==> config.mk <==
export PLATFORM = sky130hd
export DESIGN_NAME = hb_deadtime_ctrl
export DESIGN_NICKNAME = d
export VERILOG_FILES = /design/src/rtl/hb_dt_pkg.sv /design/src/rtl/hb_off_timer.sv /design/src/rtl/hb_side_gate.sv /design/src/rtl/hb_deadtime_ctrl.sv
export SDC_FILE = /design/constraint.sdc
export NUM_CORES = 1
export LEC_CHECK = 0
export ABC_AREA = 0
export BUFFER_PORTS_ARGS = -buffer_cell sky130_fd_sc_hd__buf_2
export CAP_MARGIN = 20
export CORE_AREA = 2 2 71 73
export DETAILED_ROUTE_END_ITERATION = 8
export DIE_AREA = 0 0 73 75
export PLACE_DENSITY = 0.61
export SLEW_MARGIN = 20
export SYNTH_ARGS = -nofsm -noshare
export SYNTH_HDL_FRONTEND = slang
export SYNTH_HIERARCHICAL = 1
export SYNTH_SLANG_ARGS = --single-unit
export TNS_END_PERCENT = 100
==> constraint.sdc <==
create_clock -name clk -period 3.35 [get_ports clk]
set_clock_uncertainty 0.15 [all_clocks]
set_input_delay 0.1675 -clock clk [delete_from_list [all_inputs] [get_ports clk]]
set_output_delay 0.1675 -clock clk [all_outputs]
set_load 0.03 [all_outputs]
==> src/rtl/hb_dt_pkg.sv <==
package hb_dt_pkg;

  typedef enum logic [1:0] {
    HB_BLANK = 2'b00,
    HB_PROG  = 2'b01,
    HB_MAXDT = 2'b10,
    HB_FREE  = 2'b11
  } hb_mode_e;

  // Effective dead-time in cycles for a mode; zero where no timer applies.
  function automatic int hb_eff_dt(logic [1:0] m, int prog, int floor_v, int ceil_v);
    if (m == HB_MAXDT) return ceil_v;
    if (m == HB_PROG) begin
      if (prog < floor_v) return floor_v;
      if (prog > ceil_v) return ceil_v;
      return prog;
    end
    return 0;
  endfunction

endpackage

==> src/rtl/hb_off_timer.sv <==
module hb_off_timer #(
  parameter int CW = 8
) (
  input  logic          clk,
  input  logic          rst_n,
  input  logic          opp_drv,
  output logic [CW-1:0] off_cnt
);
  localparam logic [CW-1:0] CMAX = {CW{1'b1}};

  logic at_top;
  assign at_top = (off_cnt == CMAX);

  always_ff @(posedge clk) begin
    if (!rst_n)       off_cnt <= '0;
    else if (opp_drv) off_cnt <= '0;
    else if (!at_top) off_cnt <= off_cnt + 1'b1;
  end


  cnt_sat_chk: assert property (@(posedge clk) disable iff (!rst_n)
    ($past(off_cnt) == CMAX && !$past(opp_drv)) |-> off_cnt == CMAX);

endmodule

==> src/rtl/hb_side_gate.sv <==
module hb_side_gate
  import hb_dt_pkg::*;
#(
  parameter int CW = 8
) (
  input  logic          clk,
  input  logic          rst_n,
  input  logic [1:0]    mode,
  input  logic [CW-1:0] dt_eff,
  input  logic          req_own,
  input  logic          req_opp,
  input  logic          drv_opp,
  input  logic [CW-1:0] opp_off,
  output logic          drv_own
);
  logic [CW:0] off_plus;
  logic        may_rise;
  logic        excl_req;
  logic        nxt;

  assign off_plus = {1'b0, opp_off} + (CW+1)'(1);
  assign may_rise = (off_plus >= {1'b0, dt_eff}) && !drv_opp;
  assign excl_req = req_own && !req_opp;

  always_comb begin
    case (hb_mode_e'(mode))
      HB_BLANK: nxt = excl_req;
      HB_PROG,
      HB_MAXDT: nxt = excl_req && may_rise;
      default:  nxt = req_own;
    endcase
  end

  always_ff @(posedge clk) begin
    if (!rst_n) drv_own <= 1'b0;
    else        drv_own <= nxt;
  end


  drv_req_chk: assert property (@(posedge clk) disable iff (!rst_n)
    drv_own |-> $past(req_own));


  free_follow_chk: assert property (@(posedge clk) disable iff (!rst_n)
    ($past(rst_n) && $past(mode) == 2'b11) |-> drv_own == $past(req_own));


  gap_open_chk: assert property (@(posedge clk) disable iff (!rst_n)
    ($rose(drv_own) && ($past(mode) == 2'b01 || $past(mode) == 2'b10))
      |-> !$past(drv_opp));

endmodule

==> src/rtl/hb_deadtime_ctrl.sv <==
module hb_deadtime_ctrl
  import hb_dt_pkg::*;
#(
  parameter int PROG_W   = 8,
  parameter int DT_FLOOR = 25,
  parameter int DT_CEIL  = 200
) (
  input  logic              clk,
  input  logic              rst_n,
  input  logic [1:0]        mode,
  input  logic [PROG_W-1:0] dt_prog,
  input  logic              req_hi,
  input  logic              req_lo,
  output logic              drv_hi,
  output logic              drv_lo
);
  localparam int CW = $clog2(DT_CEIL + 2);

  logic [CW-1:0] dt_eff;
  logic [1:0]    req_v;
  logic [1:0]    drv_v;
  logic [CW-1:0] opp_off_cnt [2];

  assign dt_eff = CW'(hb_eff_dt(mode, int'(dt_prog), DT_FLOOR, DT_CEIL));
  assign req_v  = {req_hi, req_lo};

  // index 1 is the high side, index 0 the low side
  for (genvar s = 0; s < 2; s++) begin : g_side
    hb_off_timer #(.CW(CW)) u_tmr (
      .clk     (clk),
      .rst_n   (rst_n),
      .opp_drv (drv_v[1-s]),
      .off_cnt (opp_off_cnt[s])
    );
    hb_side_gate #(.CW(CW)) u_gate (
      .clk     (clk),
      .rst_n   (rst_n),
      .mode    (mode),
      .dt_eff  (dt_eff),
      .req_own (req_v[s]),
      .req_opp (req_v[1-s]),
      .drv_opp (drv_v[1-s]),
      .opp_off (opp_off_cnt[s]),
      .drv_own (drv_v[s])
    );
  end

  assign drv_hi = drv_v[1];
  assign drv_lo = drv_v[0];


  no_shoot_chk: assert property (@(posedge clk) disable iff (!rst_n)
    (drv_hi && drv_lo) |-> $past(mode) == 2'b11);

endmodule

==> impl_results.md, run 1 <==
* Outcome: completed
* Via count at 1663
* PwrDens at 274 nW/um2
* Reg2reg path depth at 8
* Comb power frac at 0.233
* Reg2reg setup slack at 0.88 ns
* Data arrival time of the worst path at 2.47 ns
* Die area at 5480 um2
* Synth top area cells: dfxtp_1 (20%), ha_1 (16%), inv_1 (4.7%), xnor2_1 (4.3%), nand3_1 (4.1%)
* DP Cell Count at 290
* Post-synth cell types at 46
* CP Buf/Inv Count at 0
* Reg2reg start: g_side[1].u_tmr/off_cnt[2]
* Final Hold Violating Endpoints at 0
* Delay-heaviest family, CP: compound AO/OA/AOI/OAI gates
* Largest net degree at the start of global routing at 13
* DR vias/cell at 5.66
* NetSw at 0.167 mW
* Most frequent cells in the layout: ha_1 (24), inv_1 (23), dfxtp_1 (18)
* Width of the die at 73 um
* Vias in the first global route at 1526
* H-tree depth at 1
* Post-route insts no fill at 294
* Syn Area/Cell at 8.19 um2
* Drt initial violations at 40
* # diodes at 0
* Slew @ Worst Pin at 0.499 ns
* Count of final setup violators at 0
* Yosys top cell area share at 0.196
* Gpl congestion at 0.766
* Post-CTS setup buffer count at 0
* Routed WL at 3940 um
* Part of the power in registers at 0.439
* Min Tclk post-route at 2.47 ns
* Peak fanout along the critical path at 11
* I/O Buffers at 15
* Drt wl/cell at 13.4 um
* Synth Instances at 225
* Io pins at 16
* Max Clk Rate at 405 MHz
* Synthesized area at 1840 um2
* Slowest CP cell: dfxtp_1
* Synth Flop Type: dfxtp_1
* EDFF count, synth at 0
* Setup Crit Path Kind: flip-flop to flip-flop
* Post-route DRC at 0
* Worst-path clk slew at 0.07 ns
* Root buffer cell: clkbuf_8
* Seq cells post-synth at 18
* CP dominant cell by count: and3_4
* R2r endpoint: g_side[1].u_gate/drv_own
* Crit share post-route at 0.738
* Worst setup path endpoint: g_side[1].u_gate/drv_own
* Area delta synth->final at 8.96%
* Worst VDD drop at 137 uV
* Clk Latency, worst-skew pair at 0.25 ns
* Core area at 4660 um2
* Syn Nets at 263
* Most common cell after layout, fill and taps aside: ha_1
* Max Root-Sink Buffers at 2
* Number of slew-limit violations in the final report at 0
* Die Y-Extent at 75 um
* Critical Path Max Stage Delay at 0.54 ns
* Clk pwr share at 0.328
* Share of cells above drive strength 1 at 0.154
* Worst setup EP type: flip-flop
* Synth area leader: dfxtp_1
* CP required at 3.35 ns
* Initial antenna violation count at 0
* Post-synth ARST share at 0
* FP Rows at 25
* Ys Warns at 6
* Hold WS at 0.0441 ns
* Starting Density at 0.395
* Cts bufs inserted at 3
* HP Class: input pin to flip-flop
* Crit path cell chain: and3_4 -> and3_4 -> xor2_1 -> ha_1 -> a21o_1 -> a221o_1 -> a31oi_1 -> o21ai_1
* DP Wirelength at 3090 um
* GRT Total Usage at 0.153
* Switch share at 0.305
* ANT nets after route at 0
* RSZ-0062 raised after global routing: false
* Internal power at 0.382 mW
* Detailed Routing Iterations Pass 1 at 4
* NumNets Final at 279
* FILL cells at 492
* First-pass GRT wire length at 6690 um
* Critical Path Source: g_side[1].u_tmr/off_cnt[2]
* Leak at 0.863 nW
* Stages on worst setup path at 8
* TritonCTS clock tree: yes
* Crit start category: flip-flop
* Worst rel slew slack at 0.667
* Max_cap viols at 0
* GRT overflow at 0
* Seq/Total Area, Yosys at 0.196
* Sink Count at 18
* PostCTS Resize Cnt at 0
* Setup TNS at 0 ns
* Hold_buf cts at 0
kinds of logic (layout without fill, tap and decap cells):
| family | Yosys count | count (layout) | share of synthesized area |
|---|---|---|---|
| AO/OA/AOI/OAI | 54 | 54 | 0.225 |
| multiplexers | 2 | 2 | 0.0109 |
| AND/OR/NAND/NOR | 88 | 88 | 0.284 |
| flip-flops | 18 | 18 | 0.196 |
| XOR/XNOR | 12 | 12 | 0.0570 |
| buffers and inverters | 27 | 42 | 0.0645 |
| adder cells (fa/ha/maj) | 24 | 24 | 0.163 |
cells in the mapped netlist, types with 2 or more instances:
cell and number:
a21oi_1 11, nand2_1 14, and3_4 2, and4_4 3, dfxtp_1 18, a2111o_1 2, ha_1 24, xnor2_1 9
a211oi_1 4, a41oi_2 2, a21o_1 6, nor3_1 10, a221o_1 2, a211oi_2 2, nor2b_1 7, o21ai_0 7
a21boi_0 3, and3_1 4, nor4_1 2, and4_1 2, o21ai_1 2, a31oi_1 4, nand4_1 7, inv_1 23
nand2b_1 7, buf_6 2, xor2_1 3, nor2_1 7, mux2i_1 2, and3_2 4, nand3_1 15
power by group through the flow:
stage / Sequential, mW / Clock [mW] / Combinational, mW
floorplan: 0.243 / 0 / 0.0886
global placement: 0.246 / 0 / 0.127
detailed placement: 0.246 / 0 / 0.127
CTS: 0.241 / 0.189 / 0.129
global route: 0.244 / 0.196 / 0.149
finish: 0.241 / 0.181 / 0.128
worst min-delay path by stage:
stage / from / end / slack, ns / cells past startpoint
floorplan: req_lo / g_side[0].u_gate/drv_own / 0.16 / 2
finish: req_lo / g_side[0].u_gate/drv_own / 0.04 / 3
global route: req_lo / g_side[0].u_gate/drv_own / 0.07 / 3
global placement: req_lo / g_side[0].u_gate/drv_own / 0.32 / 3
CTS: req_lo / g_side[0].u_gate/drv_own / 0.04 / 3
detailed placement: req_lo / g_side[0].u_gate/drv_own / 0.32 / 3
state kept, by name (all words and copies together) (netlist names):
register	flops
g_side.u_gate/drv_own	2
g_side.u_tmr/off_cnt	16
final cells by class:
| cell class | count | area, um2 | area share |
|---|---|---|---|
| Multi-Input combinational cell | 180 | 1360 | 0.679 |
| Clock buffer | 4 | 55.1 | 0.0274 |
| Tap cell | 54 | 67.6 | 0.0336 |
| Inverter | 23 | 86.3 | 0.0430 |
| Timing Repair Buffer | 15 | 75.1 | 0.0374 |
| Sequential cell | 18 | 360 | 0.179 |
tightest hold or removal path, stage by stage:
cell     delay, ns
buf_2         0.12
nand4_1       0.07
o21ai_1       0.05
metrics by stage:
stage / util / instance area, um2 / setup WS, ns / total power, mW
6_report: 0.431 / 2010 / 0.879 / 0.550
5_1_grt: 0.431 / 2010 / 0.751 / 0.588
4_1_cts: 0.431 / 2010 / 0.907 / 0.559
3_5_place_dp: 0.419 / 1950 / 0.909 / 0.373
3_3_place_gp: 0.419 / 1950 / 0.995 / 0.373
2_1_floorplan: - / 1840 / 1.11 / 0.332
per-layer routing:
metal	global-route usage	routed length (um)
met1	0.231	2180
met2	0.230	1590
met3	0.0187	132
met4	0.0370	32
met5	0	0
(Power assumes the default switching activity.)
==> inputs of run 2 (changes only) <==
- clock period: 3.35 -> 2.39 ns (I/O delays scaled with it)
==> run 2 against run 1 <==
Net effect: highest routed layer unchanged; sequential share of layout area shrank 0.57 points; first-iteration DRC count up 93%; clock-buffer cell count fell by 1; combinational power is 63% higher; power rose by 35%; global-route usage barely moved; flip-flop and latch count is the same; critical path depth unchanged; register-to-register slack got worse by 0.70 ns; final area increased by 4.4%.
==> impl_results.md, run 2 (synthesis results as in run 1) <==
* Outcome: completed
* Drt wl/cell at 13.0 um (-2.9%)
* Sink Count at 18 (unchanged)
* Worst VDD drop at 178 uV (+30%)
* Number of flip-flops in the largest register at 16 (unchanged)
* GRT Total Usage at 0.153 (about the same)
* Slowest CP cell: dfxtp_2
* RSZ-0062 raised after global routing: false
* Part of the power in registers at 0.433 (-0.006)
* Gpl congestion at 0.792 (+3.4%)
* Drt initial violations at 77 (+93%)
* NumNets Final at 292 (+4.7%)
* Initial antenna violation count at 0 (unchanged)
* Peak fanout along the critical path at 6 (-5)
* Post-CTS setup buffer count at 0 (unchanged)
* Crit start category: flip-flop
* Data arrival time of the worst path at 2.19 ns (-0.28 ns)
* Area delta synth->final at 13.7%
* TritonCTS clock tree: yes
* Worst-path clk slew at 0.07 ns (about the same)
* Hold WS at 0.0156 ns (-0.0285 ns)
* Cts bufs inserted at 3 (unchanged)
* Max_cap viols at 0 (unchanged)
* Vias in the first global route at 1520 (-0.39%)
* Internal power at 0.513 mW (+34%)
* DR vias/cell at 5.45 (-3.6%)
* Setup Crit Path Kind: flip-flop to flip-flop
* Detailed Routing Iterations Pass 1 at 4 (unchanged)
* Post-route DRC at 0 (unchanged)
* HP Class: input pin to flip-flop
* Clk pwr share at 0.285 (-0.043)
* Slew @ Worst Pin at 0.382 ns (-0.116 ns)
* Delay-heaviest family, CP: compound AO/OA/AOI/OAI gates
* Root buffer cell: clkbuf_8
* Via count at 1669 (+0.36%)
* I/O Buffers at 15 (unchanged)
* Hold_buf cts at 0 (unchanged)
* Share of cells above drive strength 1 at 0.206 (+0.0522)
* Width of the die at 73 um (unchanged)
* Starting Density at 0.395 (unchanged)
* CP Buf/Inv Count at 0 (unchanged)
* Worst setup EP type: flip-flop
* GRT overflow at 0 (unchanged)
* Die area at 5480 um2 (unchanged)
* # diodes at 0 (unchanged)
* Final Hold Violating Endpoints at 0 (unchanged)
* Setup TNS at 0 ns (unchanged)
* Comb power frac at 0.282 (+0.049)
* Leak at 0.927 nW (+7.4%)
* Largest net degree at the start of global routing at 11 (-2)
* Crit share post-route at 0.924 (+0.186)
* NetSw at 0.228 mW (+36%)
* Max Root-Sink Buffers at 2 (unchanged)
* Largest register by flop count: g_side.u_tmr/off_cnt
* Io pins at 16 (unchanged)
* Biggest registers after layout: g_side.u_tmr/off_cnt: 16 flops, g_side.u_gate/drv_own: 2 flops
* Critical Path Max Stage Delay at 0.38 ns (-0.16 ns)
* First-pass GRT wire length at 6730 um (+0.61%)
* ANT nets after route at 0 (unchanged)
* Most common cell after layout, fill and taps aside: ha_1
* CP required at 2.37 ns (-0.98 ns)
* Routed WL at 3980 um (+1.0%)
* PwrDens at 354 nW/um2 (+29%)
* Die Y-Extent at 75 um (unchanged)
* Count of final setup violators at 0 (unchanged)
* FP Rows at 25 (unchanged)
* Crit path cell chain: and4_1 -> nand2_1 -> xnor2_1 -> ha_1 -> and3_2 -> a221o_1 -> a31oi_1 -> o21ai_1
* Number of slew-limit violations in the final report at 0 (unchanged)
* Most frequent cells in the layout: ha_1 (24), inv_1 (23), nand3_1 (15), dfxtp_1 (15), buf_2 (15)
* Worst rel slew slack at 0.745 (+0.0778)
* DP Wirelength at 3210 um (+3.7%)
* Switch share at 0.308 (+0.00346)
* Min Tclk post-route at 2.21 ns (-0.263 ns)
* Max Clk Rate at 453 MHz (+12%)
* Core area at 4660 um2 (unchanged)
* Clk Latency, worst-skew pair at 0.25 ns (about the same)
* H-tree depth at 1 (unchanged)
[run 2: final timing paths]
| kind | cells past startpoint | start | slack, ns | end |
|---|---|---|---|---|
| hold / removal | 3 | req_lo | 0.02 | g_side[0].u_gate/drv_own |
| setup / recovery | 8 | g_side[0].u_tmr/off_cnt[3] | 0.18 | g_side[0].u_gate/drv_own |
| setup reg to reg | 8 | g_side[0].u_tmr/off_cnt[3] | 0.18 | g_side[0].u_gate/drv_own |
| hold reg to reg | 3 | g_side[0].u_gate/drv_own | 0.48 | g_side[1].u_tmr/off_cnt[2] |
[run 2: power groups by stage]
stage | registers, mW | clock network [mW] | logic (mW)
finish | 0.321 | 0.211 | 0.209
global route | 0.323 | 0.231 | 0.237
CTS | 0.321 | 0.219 | 0.211
detailed placement | 0.328 | 0 | 0.210
global placement | 0.328 | 0 | 0.206
floorplan | 0.341 | 0 | 0.124
[run 2: layout make-up]
type,count,area (um2)
clock buffers,3,41.3
fillers,479,2560
inverters,23,86.3
multi-input cells,180,1360
flip-flops and latches,18,364
well taps,54,67.6
repair buffers,28,173
[run 2: what timing repair did]
item | in CTS | in global routing
resized for setup | 0 | 3
endpoints found under the hold margin | 0 | 0
endpoints found under the setup margin | 0 | 1
[run 2: routing by layer]
metal / vias to the layer above / part of all wire / GRT usage
li1: 893 / - / -
met1: 746 / 0.53 / 0.220
met2: 28 / 0.43 / 0.245
met3: 2 / 0.034 / 0.0214
met4: 0 / 0.0028 / 0.0309
met5: - / 0 / 0
[run 2: worst reg2reg max path, delay by kind of cell (launching register included)]
family                   cells  cell delay [ns]
AO/OA/AOI/OAI                3             0.59
adder cells (fa/ha/maj)      1             0.30
XOR/XNOR                     1             0.13
AND/OR/NAND/NOR              3             0.55
flip-flops                   1             0.38
[run 2: through the flow]
step / worst slack [ns] / cells / total power, mW / util / cell area [um2]
floorplan: 0.153 / 225 / 0.465 / - / 1840
global placement: 0.130 / 303 / 0.534 / 0.440 / 2050
detailed placement: 0.140 / 303 / 0.538 / 0.440 / 2050
CTS: 0.131 / 306 / 0.751 / 0.449 / 2090
global route: 0.0255 / 306 / 0.792 / 0.450 / 2100
finish: 0.182 / 306 / 0.741 / 0.450 / 2100
